--- config.mk ---
export PLATFORM = sky130hd
export DESIGN_NAME = dbg_route_top
export DESIGN_NICKNAME = d
export VERILOG_FILES = /design/src/rtl/dbg_route_pkg.sv /design/src/rtl/dbg_cmd_shreg.sv /design/src/rtl/dbg_sel_reg.sv /design/src/rtl/dbg_fwd_mux.sv /design/src/rtl/dbg_route_top.sv
export SDC_FILE = /design/constraint.sdc
export NUM_CORES = 1
export LEC_CHECK = 0
export ABC_AREA = 1
export ABC_CLOCK_PERIOD_IN_PS = 1900
export CAP_MARGIN = 10
export CORE_AREA = 2 2 39 41
export CTS_BUF_LIST = sky130_fd_sc_hd__clkbuf_8
export CTS_CLUSTER_SIZE = 30
export DETAILED_ROUTE_END_ITERATION = 8
export DIE_AREA = 0 0 41 43
export GPL_ROUTABILITY_DRIVEN = 1
export PLACE_DENSITY = 0.66
export SYNTH_ARGS = -nofsm -noshare
export SYNTH_HDL_FRONTEND = slang
export SYNTH_SLANG_ARGS = --single-unit
--- constraint.sdc ---
create_clock -name tck -period 1.9 [get_ports tck]
set_clock_uncertainty 0.1 [all_clocks]
set_input_delay 0.285 -clock tck [delete_from_list [all_inputs] [get_ports tck]]
set_output_delay 0.285 -clock tck [all_outputs]
set_load 0.02 [all_outputs]
--- src/rtl/dbg_route_pkg.sv ---
// Package: shared constants and types of the debug module selector.
// Assumes: the selection index is two bits wide, giving four submodules.
package dbg_route_pkg;

    // Width of the selection index carried by a selection command.
    localparam int unsigned ROUTE_ID_W = 2;

    // Submodule roles. The numeric value is the index a selection command carries.
    typedef enum logic [ROUTE_ID_W-1:0] {
        DMOD_BUS   = 2'd0,
        DMOD_CPU_A = 2'd1,
        DMOD_CPU_B = 2'd2,
        DMOD_SPORT = 2'd3
    } dmod_e;

    // Meaning of a completed scan, taken from its flag bit.
    typedef enum logic {
        SCAN_FORWARD = 1'b0,
        SCAN_SELECT  = 1'b1
    } scan_kind_e;

endpackage

--- src/rtl/dbg_cmd_shreg.sv ---
// Module: command shift register.
// Keeps the last CMD_W bits shifted in, with the newest bit at the top.
// A capture clears it, so bits that no shift reached read as zero.
// Assumes: capture and shift are never asserted together. If they are, capture wins.
module dbg_cmd_shreg #(
    parameter int unsigned CMD_W = 3
) (
    input  logic             tck,
    input  logic             rst_n,
    input  logic             capture_en,
    input  logic             shift_en,
    input  logic             tdi,
    output logic [CMD_W-1:0] cmd_q
);

    // Clear on reset or capture; otherwise shift the new bit in at the top.
    always_ff @(posedge tck) begin
        if (!rst_n) begin
            cmd_q <= '0;
        end else if (capture_en) begin
            cmd_q <= '0;
        end else if (shift_en) begin
            cmd_q <= {tdi, cmd_q[CMD_W-1:1]};
        end
    end

endmodule

--- src/rtl/dbg_sel_reg.sv ---
// Module: selection register.
// Holds a valid bit and the index of the current submodule, and decodes them to one-hot.
// Assumes: load_sel is asserted only in an update cycle of a selection scan.
module dbg_sel_reg #(
    parameter int unsigned ID_W  = 2,
    localparam int unsigned N_MOD = 1 << ID_W
) (
    input  logic             tck,
    input  logic             rst_n,
    input  logic             load_sel,
    input  logic [ID_W-1:0]  new_id,
    output logic             sel_valid,
    output logic [ID_W-1:0]  sel_id,
    output logic [N_MOD-1:0] sel_oh
);

    // Load the index on a selection update; reset leaves nothing selected.
    always_ff @(posedge tck) begin
        if (!rst_n) begin
            sel_valid <= 1'b0;
            sel_id    <= '0;
        end else if (load_sel) begin
            sel_valid <= 1'b1;
            sel_id    <= new_id;
        end
    end

    // One-hot decode, one bit per submodule.
    for (genvar k = 0; k < N_MOD; k++) begin : g_dec
        assign sel_oh[k] = sel_valid && (sel_id == ID_W'(k));
    end

endmodule

--- src/rtl/dbg_fwd_mux.sv ---
// Module: strobe forwarding and TDO return path.
// Gates the TAP strobes with the one-hot selection, suppresses the update of a
// selection scan, and ORs together the gated submodule outputs to form TDO.
// Assumes: sel_oh is one-hot or all zero.
module dbg_fwd_mux #(
    parameter int unsigned N_MOD = 4
) (
    input  logic             capture_en,
    input  logic             shift_en,
    input  logic             update_en,
    input  logic             is_select,
    input  logic [N_MOD-1:0] sel_oh,
    input  logic [N_MOD-1:0] sub_tdo,
    output logic [N_MOD-1:0] sub_capture,
    output logic [N_MOD-1:0] sub_shift,
    output logic [N_MOD-1:0] sub_update,
    output logic             tdo
);

    logic [N_MOD-1:0] tdo_gated;

    // Per-submodule gating of strobes and serial output.
    for (genvar k = 0; k < N_MOD; k++) begin : g_lane
        assign sub_capture[k] = capture_en && sel_oh[k];
        assign sub_shift[k]   = shift_en && sel_oh[k];
        assign sub_update[k]  = update_en && !is_select && sel_oh[k];
        assign tdo_gated[k]   = sub_tdo[k] && sel_oh[k];
    end

    // Return path: at most one gated bit can be set.
    always_comb begin
        tdo = |tdo_gated;
    end

endmodule

--- src/rtl/dbg_route_top.sv ---
// Module: debug module selector (top).
// Sits behind one user data register. A scan whose last bit is 1 selects a
// submodule. Any other scan is routed, with its strobes, to the current submodule.
// Assumes: strobes come from a TAP controller as levels sampled on rising TCK.
module dbg_route_top #(
    parameter int unsigned ID_W = dbg_route_pkg::ROUTE_ID_W,
    localparam int unsigned N_MOD = 1 << ID_W,
    localparam int unsigned CMD_W = ID_W + 1
) (
    input  logic             tck,
    input  logic             rst_n,
    input  logic             capture_en,
    input  logic             shift_en,
    input  logic             update_en,
    input  logic             tdi,
    input  logic [N_MOD-1:0] sub_tdo,
    output logic [N_MOD-1:0] sub_sel,
    output logic [N_MOD-1:0] sub_capture,
    output logic [N_MOD-1:0] sub_shift,
    output logic [N_MOD-1:0] sub_update,
    output logic             tdo
);

    import dbg_route_pkg::*;

    logic [CMD_W-1:0] cmd_q;
    scan_kind_e       scan_kind;
    logic             sel_valid;
    logic [ID_W-1:0]  sel_id;
    logic [N_MOD-1:0] sel_oh;

    // Command bits of the scan in progress.
    dbg_cmd_shreg #(.CMD_W(CMD_W)) u_shreg (
        .tck        (tck),
        .rst_n      (rst_n),
        .capture_en (capture_en),
        .shift_en   (shift_en),
        .tdi        (tdi),
        .cmd_q      (cmd_q)
    );

    // Classify the scan from its top bit.
    always_comb begin
        scan_kind = scan_kind_e'(cmd_q[CMD_W-1]);
    end

    // Selection register, loaded only by the update of a selection scan.
    dbg_sel_reg #(.ID_W(ID_W)) u_sel (
        .tck       (tck),
        .rst_n     (rst_n),
        .load_sel  (update_en && (scan_kind == SCAN_SELECT)),
        .new_id    (cmd_q[ID_W-1:0]),
        .sel_valid (sel_valid),
        .sel_id    (sel_id),
        .sel_oh    (sel_oh)
    );

    // Strobe routing and TDO return.
    dbg_fwd_mux #(.N_MOD(N_MOD)) u_mux (
        .capture_en  (capture_en),
        .shift_en    (shift_en),
        .update_en   (update_en),
        .is_select   (scan_kind == SCAN_SELECT),
        .sel_oh      (sel_oh),
        .sub_tdo     (sub_tdo),
        .sub_capture (sub_capture),
        .sub_shift   (sub_shift),
        .sub_update  (sub_update),
        .tdo         (tdo)
    );

    // Enables to the submodules.
    always_comb begin
        sub_sel = sel_oh;
    end

endmodule

# Word level (Yosys, flattened, before mapping)
# Cells that the tools add are included.
# W data, S select, Z words.
[op_classes]
multipliers = 0
n_bitwise = 1
n_div = 0
n_eq_ne = 3
n_mux = 0
order_cmp = 0
shifts = 0
n_addsub = 0
n_reduce_logical = 26
[op_table]
columns = ["cell", "n"]
rows = [
  ["$logic_and A1 B1 Y1", 22],
  ["$eq A2 B2 Y1 const B", 2],
  ["$reduce_or A4 Y1", 1],
  ["$eq A2 B1 Y1 const B", 1],
  ["$logic_not A2 Y1", 1],
  ["$reduce_or A2 Y1", 1],
  ["$logic_not A1 Y1", 1],
  ["$not A1 Y1", 1],
]
[totals]
out_inout_bits = 17
elab_cells = 33
ram_bits = 0
register_bits = 6
mem_bits_ro = 0
n_memories = 0
latchBits = 0
input_bits = 10

# Depth between registers and ports, before layout
[logic_depth]
ltp_word = 4
mapped_depth = 5

# By module
# From an unflattened synthesis, not the netlist that was laid out.
[hier_totals]
cells_unflattened = 73
hier_area_um2 = 394.1
[modules_own_cells]
columns = ["mod", "n_inst", "area_per_inst_um2", "cells_each"]
rows = [
  ["dbg_sel_reg", 1, 146.4, 21],
  ["dbg_fwd_mux", 1, 131.4, 35],
  ["dbg_cmd_shreg", 1, 108.9, 15],
  ["dbg_route_top", 1, 7.5, 2],
]

# Least setup slack after synthesis
# Ideal clock, no wire load.
[synth_path]
path_kind = "register -> output"
start = "register u_sel.sel_valid"
end = "output sub_capture[1]"
stages_incl_launch_ff = 3
arrival_time_ps = 879
required_time_ps = 1515
path_buffers = 0
slack_ps = 636
cell_sequence = "dfxtp_1 > nand3_1 > nor2_1"
[synth_between]
elab_chain_cells = 2
[synth_rtl]
columns = ["item", "line_no", "text"]
rows = [
  ["from (decl)", "dbg_sel_reg.sv:12", "output logic sel_valid,"],
  ["from (signal assigned)", "dbg_sel_reg.sv:20", "sel_valid <= 1'b0;"],
  ["from (signal assigned)", "dbg_sel_reg.sv:23", "sel_valid <= 1'b1;"],
  ["$logic_and A1 B1 Y1", "dbg_sel_reg.sv:30", "assign sel_oh[k] = sel_valid && (sel_id == ID_W'(k));"],
  ["$logic_and A1 B1 Y1", "dbg_fwd_mux.sv:24", "assign sub_capture[k] = capture_en && sel_oh[k];"],
  ["to (decl)", "dbg_route_top.sv:18", "output logic [N_MOD-1:0] sub_capture,"],
]
# No other way between the ends.

# Worst setup path after layout
[layout_path]
start = "input update_en"
end = "output sub_update[1]"
[layout_between]
elab_chain_cells = 2
[layout_rtl]
columns = ["item", "line_no", "text"]
rows = [
  ["from (decl)", "dbg_route_top.sv:14", "input logic update_en,"],
  ["$logic_and A1 B1 Y1 (2 in a row)", "dbg_fwd_mux.sv:26", "assign sub_update[k] = update_en && !is_select && sel_oh[k];"],
  ["to (decl)", "dbg_route_top.sv:20", "output logic [N_MOD-1:0] sub_update,"],
]
# No other way between the ends.

==> out/results.tsv <==
stage	metric	value	unit
status	run status	complete, no violations	
power_and_ir_drop	PD cells	520.2	nW/µm²
critical_path	Critical Setup Path Class	in2out	
placed_design	GP Congestion	0.6138	
sta	period utilization	90.06	%
route	drt pass-1 iters	4	
cts	Post-CTS Setup Inserts	0	
cts	CTS tree	built	
floorplanning	Die Wd	41	µm
logic_synthesis	Net Count, Synth	70	
placed_design	IO buf count	26	
placed_design	Post-Place Setup Slack	-0.09206	ns
sta	Final Slew Violations	0	
finish	commonest cells after routing, fill and taps aside	nor2_1, inv_1, dlygate4sd2_1	
route	DRC viols	0	
logic_synthesis	Synth Cell Area	355.3	µm²
cts	clock-pin slew on the worst setup and hold paths	0.03	ns
global_routing	global-route wire length before repair	1373	µm
floorplanning	Initial Util	25.68	%
finish	most common cell after layout, fill and taps aside	nor2_1	
global_routing	largest net degree at the start of global routing	8	
floorplanning	core footprint	1384	µm²
critical_path	Max stage delay cell, worst path	clkdlybuf4s50_1	
critical_path	crit end category	output port	
critical_path	R2R Setup Slk	0.95	ns
global_routing	initial antenna violation count	0	
sta	FMAX	0.5844	GHz
global_routing	Congestion Overflow GR	0	
sta	RSZ-0062 raised after global routing	no	
route	via count	465	
logic_synthesis	Mapped Cells	60	
finish	fraction of layout cells with a size suffix above 1	11.83	%
finish	multi-input combinational cell area	186.4	µm²
cts	# H-tree levels	1	
global_routing	number of global-route vias before repair	341	
cts	worst-skew pair later-pin latency	0.22	ns
logic_synthesis	register area share after synthesis	33.80	%
cts	hold_buf cts	0	
critical_path	Arr. time, crit path	1.33	ns
sta	final setup vio count	0	
floorplanning	Die Span Y	43	µm
cts	cts bufs inserted	3	
critical_path	crit path max fanout	4	
floorplanning	die area	1763	µm²
sta	headroom to the max-slew limit	84.05	%
finish	post-route core utilization	50.72	%
critical_path	Worst path max stage delay	0.48	ns
power_and_ir_drop	Overall Power	365.2	µW
placed_design	dpl hpwl	816.4	µm
cts	clk buf depth	2	
flow_run	Max Cap Violations	0	
power_and_ir_drop	leakage dissipation	0.0004650	µW
cts	clock root cell	clkbuf_8	
finish	# fillers	153	
floorplanning	Row Count	14	
sta	Least-Margin Pin Slew	0.2388	ns
sta	final setup TNS	0	ns
critical_path	crit path cell chain	clkdlybuf4s50_1 -> nand2_1 -> nor2_1 -> dlygate4sd2_1	
finish	antenna cell count	0	
cts	# clock sinks	6	
route	Final ANT Viol Nets	0	
logic_synthesis	yosys warns	0	
route	Routed WL per cell	9.128	µm
finish	FF+latch area	121.4	µm²
critical_path	crit start category	input port	
floorplanning	io pins	27	
sta	worst setup margin	0.1888	ns
logic_synthesis	Mapped Avg Cell Area	5.922	µm²
route	final wirelength	995	µm
worst_hold_path	Hold Crit Class	reg2reg	
route	initial drt markers	3	
power_and_ir_drop	VDD IR max	0.4455	mV
logic_synthesis	post-synth cell types	11	
sta	final worst path period need	1.711	ns
finish	area delta synth->final	97.54	%
route	via/cell ratio	4.266	
finish	nets@finish	105	
logic_synthesis	post-synthesis register bit count	6	
critical_path	Worst Path Required	1.51	ns
sta	Final Hold Vio Count	0	
global_routing	Tot GR Track Use	12.19	%
-- flip-flops by register name, indices dropped and copies added, names as in the netlist --
| register | cells |
|---|---|
| u_shreg.cmd_q | 3 |
| u_sel.sel_id | 2 |
| u_sel.sel_valid | 1 |
-- layer usage --
metal	track usage, %	part of all wire [%]
met4	8.000	1.7
met2	17.19	39
met1	12.34	42
met3	8.377	18
met5	0	0
-- what timing repair did --
action                                  in CTS  in global routing
cloned                                       0                  0
pin swaps                                    0                  0
endpoints found under the setup margin      16                  4
resized for setup                           14                  4
-- cell usage after synthesis --
library cell / number / share of area [%]
nor2_1: 15 / 16
inv_1: 13 / 14
nand2_1: 12 / 13
dfxtp_1: 6 / 34
a21oi_1: 5 / 7.0
nand3_1: 2 / 2.8
nand3_2: 2 / 5.6
o21ai_0: 2 / 2.8
nand4_1: 1 / 1.8
nor2_2: 1 / 1.8
o21a_1: 1 / 2.1
-- kinds of logic after synthesis --
family / synth area share [%]
AO/OA/AOI/OAI: 11.97
buffers and inverters: 13.73
flip-flops: 33.80
AND/OR/NAND/NOR: 40.49
-- path summary, 6_finish.rpt --
check                   startpoint          endpoint  cells after the start
setup / recovery         update_en     sub_update[1]                      4
hold / removal    u_shreg.cmd_q[0]  u_shreg.cmd_q[0]                      2
setup reg to reg  u_shreg.cmd_q[2]   u_sel.sel_id[1]                      3
hold reg to reg   u_shreg.cmd_q[0]  u_shreg.cmd_q[0]                      2
-- worst max-delay path, delay by kind of cell --
family	cells	cell delay, ns
buffers and inverters	2	0.82
AND/OR/NAND/NOR	2	0.22
-- layout make-up --
cell class,instances,area share [%]
Clock buffer,3,5.882
Inverter,13,6.952
Tap cell,16,2.852
Sequential cell,6,17.29
Timing Repair Buffer,30,40.46
Multi-Input combinational cell,41,26.56
-- through the flow --
| stage | hold WS (ns) | instance area [µm²] | std cells |
|---|---|---|---|
| 5_1_grt | 0.3710 | 701.9 | 109 |
| 3_3_place_gp | 0.3523 | 665.6 | 106 |
| 3_5_place_dp | 0.3542 | 665.6 | 106 |
| 4_1_cts | 0.3588 | 691.9 | 109 |
| 6_report | 0.3549 | 701.9 | 109 |
| 2_1_floorplan | 0.3025 | 355.3 | 60 |
-- power breakdown --
| group | leakage [µW] | switching [µW] | internal [µW] |
|---|---|---|---|
| clock | 0.0000216 | 50.5 | 136 |
| combinational | 0.000394 | 19.0 | 27.4 |
| sequential | 0.0000490 | 3.17 | 129 |
Power figures use the tool's default switching activity.
